### src/rtl/sector_lock_seq.sv
module sector_lock_seq #(
  parameter int NUM_SECT    = 19,
  parameter int AW          = 20,
  parameter int SECT_LSB    = 12,
  parameter int PROT_CYCLES = 250
) (
  input  logic          clk,
  input  logic          por_n,
  input  logic          hv_mode,
  input  logic          wr_en,
  input  logic          rd_en,
  input  logic [AW-1:0] addr,
  input  logic [7:0]    wdata,
  output logic [7:0]    rdata,
  output logic          busy
);
  localparam int IW = AW - SECT_LSB;
  localparam int SW = (NUM_SECT > 1) ? $clog2(NUM_SECT) : 1;
  localparam int CW = $clog2(PROT_CYCLES + 1);

  typedef enum logic [2:0] {S_OFF, S_IDLE, S_SETUP, S_BUSY, S_READY, S_VERIFY} st_t;

  st_t                 st;
  logic [NUM_SECT-1:0] prot;
  logic [CW-1:0]       cnt;
  logic [SW-1:0]       tsect;

  wire [IW-1:0] idx     = addr[AW-1:SECT_LSB];
  wire          qual    = !addr[6] && addr[1] && !addr[0] && (32'(idx) < NUM_SECT);
  wire          c_setup = (wdata == 8'h60);
  wire          c_check = (wdata == 8'h40);

  always_ff @(posedge clk) begin
    if (!por_n) begin
      st    <= S_OFF;
      prot  <= '0;
      cnt   <= '0;
      tsect <= '0;
    end else if (!hv_mode) begin
      st <= S_OFF;
    end else begin
      case (st)
        S_OFF: st <= S_IDLE;
        S_BUSY:
          if (cnt == '0) begin
            prot[tsect] <= 1'b1;
            st          <= S_READY;
          end else begin
            cnt <= cnt - 1'b1;
          end
        default:
          if (wr_en) begin
            if (st == S_IDLE) begin
              st <= c_setup ? S_SETUP : S_IDLE;
            end else if (c_setup && qual && (st == S_SETUP || st == S_VERIFY)) begin
              st    <= S_BUSY;
              cnt   <= CW'(PROT_CYCLES - 1);
              tsect <= idx[SW-1:0];
            end else if (c_check && qual && (st == S_READY || st == S_VERIFY)) begin
              st    <= S_VERIFY;
              tsect <= idx[SW-1:0];
            end else begin
              st <= S_IDLE;
            end
          end
      endcase
    end
  end

  assign busy  = (st == S_BUSY);
  assign rdata = {7'b0, rd_en && (st == S_VERIFY) && prot[tsect]};

  a_r1_por_clears: assert property (@(posedge clk)
    !por_n |=> (prot == '0 && !busy));

  a_r8_exit_mode: assert property (@(posedge clk) disable iff (!por_n)
    !hv_mode |=> (!busy && st == S_OFF));

  a_r9_bits_sticky: assert property (@(posedge clk) disable iff (!por_n)
    1'b1 |=> (($past(prot) & ~prot) == '0));

  a_r3_set_after_busy: assert property (@(posedge clk) disable iff (!por_n)
    ($countones(prot) > $countones($past(prot))) |-> $past(busy));

  a_r7_busy_holds: assert property (@(posedge clk) disable iff (!por_n)
    (busy && hv_mode && cnt != '0) |=> busy);

  a_r6_retry_starts: assert property (@(posedge clk) disable iff (!por_n)
    (st == S_VERIFY && hv_mode && wr_en && c_setup && qual) |=> busy);

  a_r10_read_quiet: assert property (@(posedge clk) disable iff (!por_n)
    (st != S_VERIFY) |-> (rdata == 8'h00));
endmodule

### config.mk
export PLATFORM = sky130hd
export DESIGN_NAME = sector_lock_seq
export DESIGN_NICKNAME = d
export VERILOG_FILES = /design/src/rtl/sector_lock_seq.sv
export SDC_FILE = /design/constraint.sdc
export NUM_CORES = 1
export LEC_CHECK = 0
export ABC_CLOCK_PERIOD_IN_PS = 4400
export CAP_MARGIN = 20
export CELL_PAD_IN_SITES_DETAIL_PLACEMENT = 0
export CELL_PAD_IN_SITES_GLOBAL_PLACEMENT = 1
export CORE_ASPECT_RATIO = 0.5
export CORE_MARGIN = 4
export CORE_UTILIZATION = 42
export CTS_BUF_LIST = sky130_fd_sc_hd__clkbuf_4
export CTS_CLUSTER_SIZE = 28
export DETAILED_ROUTE_END_ITERATION = 16
export PLACE_DENSITY_LB_ADDON = 0.25
export REMOVE_ABC_BUFFERS = 1
export SETUP_SLACK_MARGIN = 0.2
export SLEW_MARGIN = 0
export SYNTH_ARGS = -nofsm -noshare
export SYNTH_HDL_FRONTEND = slang
export SYNTH_SLANG_ARGS = --single-unit
### constraint.sdc
create_clock -name clk -period 4.4 [get_ports clk]
set_input_delay 1.32 -clock clk [delete_from_list [all_inputs] [get_ports clk]]
set_output_delay 1.32 -clock clk [all_outputs]
set_load 0.005 [all_outputs]
==> results of run 1 <==
-- report_power, final --
part | internal (W) | total [W] | switching [W]
Sequential | 0.000317 | 0.000318 | 0.000000920
Combinational | 0.0000227 | 0.0000373 | 0.0000146
Clock | 0.0000678 | 0.000181 | 0.000113
Total | 0.000408 | 0.000536 | 0.000128
-- worst max-delay path, stage by stage --
cell	delay, ps
clkdlybuf4s50_1	450
nand4b_1	140
a31oi_1	190
clkdlybuf4s50_1	530
-- layout by cell type, fill, tap and decap left out, drive strengths merged, types with 2 or more instances in the layout --
cell type      count
a21oi              7
a31oi              4
and3               3
clkbuf             6
clkdlybuf4s50     25
conb               7
dfxtp             35
ha                 2
inv                5
mux2               2
mux2i              7
mux4               4
nand2             19
nand2b             3
nand3              4
nand4              2
nand4b             4
nor2              26
nor2b              8
nor3               6
nor3b              3
nor4               2
o211a              3
o21a              21
o21ai              3
o221ai             2
or3                2
or4                3
-- worst paths after layout --
kind | slack, ps | start | to
worst max register to register | 2100 | st[0] | cnt[6]
worst max-delay path | 450 | rd_en | rdata[0]
worst min register to register | 470 | prot[6] | prot[6]
worst min-delay path | 470 | prot[6] | prot[6]
-- sequential cells by signal (all words and copies together), names as in the netlist --
| register | flops |
|---|---|
| cnt | 8 |
| tsect | 5 |
| prot | 19 |
| st | 3 |
-- logic make-up after synthesis --
group,count (synthesis)
other,1
flip-flops,35
buffers and inverters,23
AO/OA/AOI/OAI,50
adder cells (fa/ha/maj),2
AND/OR/NAND/NOR,93
multiplexers,13
-- routing by layer --
| layer | vias up | routed length (um) |
|---|---|---|
| li1 | 817 | - |
| met1 | 751 | 2020 |
| met2 | 45 | 1750 |
| met3 | 8 | 278 |
| met4 | 0 | 54 |
| met5 | - | 0 |
-- layout make-up --
class,instances,area share [%]
multi-input combinational,165,50.3
sequential,35,31.6
timing repair buffer,26,11.6
tap,54,3.05
clock buffer,6,2.03
inverter,5,0.846
clock inverter,2,0.564
-- through the flow --
step,total power [W],std cells,instance area (sq um),worst slack [ps]
2_1_floorplan,0.000333,205,1830,1160
3_3_place_gp,0.000362,285,2160,430
3_5_place_dp,0.000363,285,2160,427
4_1_cts,0.000543,293,2220,424
5_1_grt,0.000558,293,2220,406
6_report,0.000536,293,2220,445
==> reports/qor.csv, run 1 <==
stage,metric,value,unit
layout,multi-input logic area,1110,sq um
floorplanning,die area,5740,sq um
clock_tree,clock latency on the worst-skew pair,340,ps
synthesis,register area share after synthesis,36.8,%
synthesis,post-synthesis simple-gate area fraction,26.9,%
synthesis,Yosys cell types,49,
synthesis,main combinational cell family by area after synthesis,simple AND/OR/NAND/NOR gates,
detailed_routing,1st-iter DRT viols,44,
global_route,gr usage total,15.5,%
run,max cap viols,0,
placed_design,IO Port Bufs,25,
sta,period utilization,89.9,%
synthesis,Synth area leader,dfxtp_1,
sta,Final setup viols,0,
setup_path,critical path peak fanout,1,
clock_tree,CTS Buffer Depth,2,
detailed_routing,routed len/inst,14.0,um
detailed_routing,Routed Antenna Nets,0,
floorplanning,Die X,103,um
status,outcome,completed,
clock_tree,Num Clock Sinks,35,
synthesis,YS warnings,0,
synthesis,top post-synthesis cells by area,"dfxtp_1 37%, o21a_1 8.3%, nor2_1 5.1%",
clock_tree,CTS Hold Buffers Added,0,
global_route,vias in the first global route,1543,
global_route,largest net degree at the start of global routing,36,
sta,clk_skew,4.13,ps
synthesis,mux contribution to synthesized area,9.59,%
synthesis,post-synthesis compound-gate area fraction,19.4,%
clock_tree,"Reg clk slew, reported paths",110,ps
global_route,routing usage on met3,5.01,%
pwr,Pwr per Cell Area,242,nW/um^2
synthesis,Netlist Area Pre-Place,1910,sq um
setup_path,nature of the critical path endpoint,output pin,
synthesis,"top cells by count, synth","35 x dfxtp_1, 26 x nor2_1, 21 x o21a_1, 19 x nand2_1, 10 x clkbuf_1",
clock_tree,post-CTS sizing,0,
placed_design,GP Congestion,0.808,
synthesis,Syn Area/Cell,8.78,sq um
synthesis,top_reg_cell synth,dfxtp_1,
sta,slew at the pin closest to its max-slew limit,489,ps
floorplanning,row cnt,16,
global_route,grt total ovfl,0,
global_route,global routing's busiest layer,met2,
detailed_routing,Via density,5.53,
synthesis,XOR/XNOR share of the synthesized area,0,%
layout,FF/Latch Area,701,sq um
pwr,Worst IR Drop VDD,0.0955,mV
global_route,initial antenna violation count,0,
global_route,M2 GR Usage,22.6,%
sta,worst hold margin,472,ps
sta,Setup TNS,0,ps
sta,RSZ-0062 raised after global routing,false,
detailed_routing,Vias,1621,
layout,Layout Nets,273,
clock_tree,postcts setup bufs,0,
detailed_routing,drt total wl,4100,um
sta,min Tclk post-route,3950,ps
pwr,Lkg Pwr,0.813,nW
synthesis,"FFs w/ async S/R, synth",0,%
hold_path,worst hold path type,flop to flop,
layout,share of layout cells above drive strength 1,8.79,%
layout,ANT cells,0,
floorplanning,core area,4120,sq um
layout,Layout area overhead,16.3,%
synthesis,Post-Synth Adder-Cell Area,1.31,%
detailed_routing,# DRC,0,
global_route,grt met1 use,21.4,%
synthesis,Post-Synthesis Cells,217,
global_route,global-route wire length before repair,7070,um
layout,Fillers,392,
hold_path,Hold Path Depth,1,
floorplanning,Initial Util,46.2,%
setup_path,Setup CP Type,input pin to output pin,
layout,fin util,53.8,%
sta,max_slew headroom,67.1,%
setup_path,Reg2Reg Depth,7,
sta,Final Max Tran Viols,0,
clock_tree,CTS tree,built,
clock_tree,root buffer cell,clkbuf_4,
sta,final-report hold violation count,0,
synthesis,top-area cell type share of the netlist area,36.8,%
floorplanning,IO Pins,42,
clock_tree,total CTS buffers,5,
synthesis,Post-synth EDFFs,0,
setup_path,Startpoint Class,input pin,
setup_path,Critical Path AT,2630,ps
setup_path,WP data required,3080,ps
clock_tree,H-tree Lvls,2,
detailed_routing,drt pass-1 iters,4,
synthesis,cell with the most instances after synthesis,dfxtp_1,
synthesis,#FFs+latches synth,35,
floorplanning,chip height,55.6,um
sta,Max Freq,0.253,GHz
placed_design,Final HPWL DP,3110,um
Power figures use the tool's default switching activity.
==> inputs of run 2 (changes only) <==
SETUP_SLACK_MARGIN = 0.4   (was 0.2)
SLEW_MARGIN = unset   (was 0)
==> results of run 2 <==
No change in the layout: final DEF, timing and power equal those of run 1.
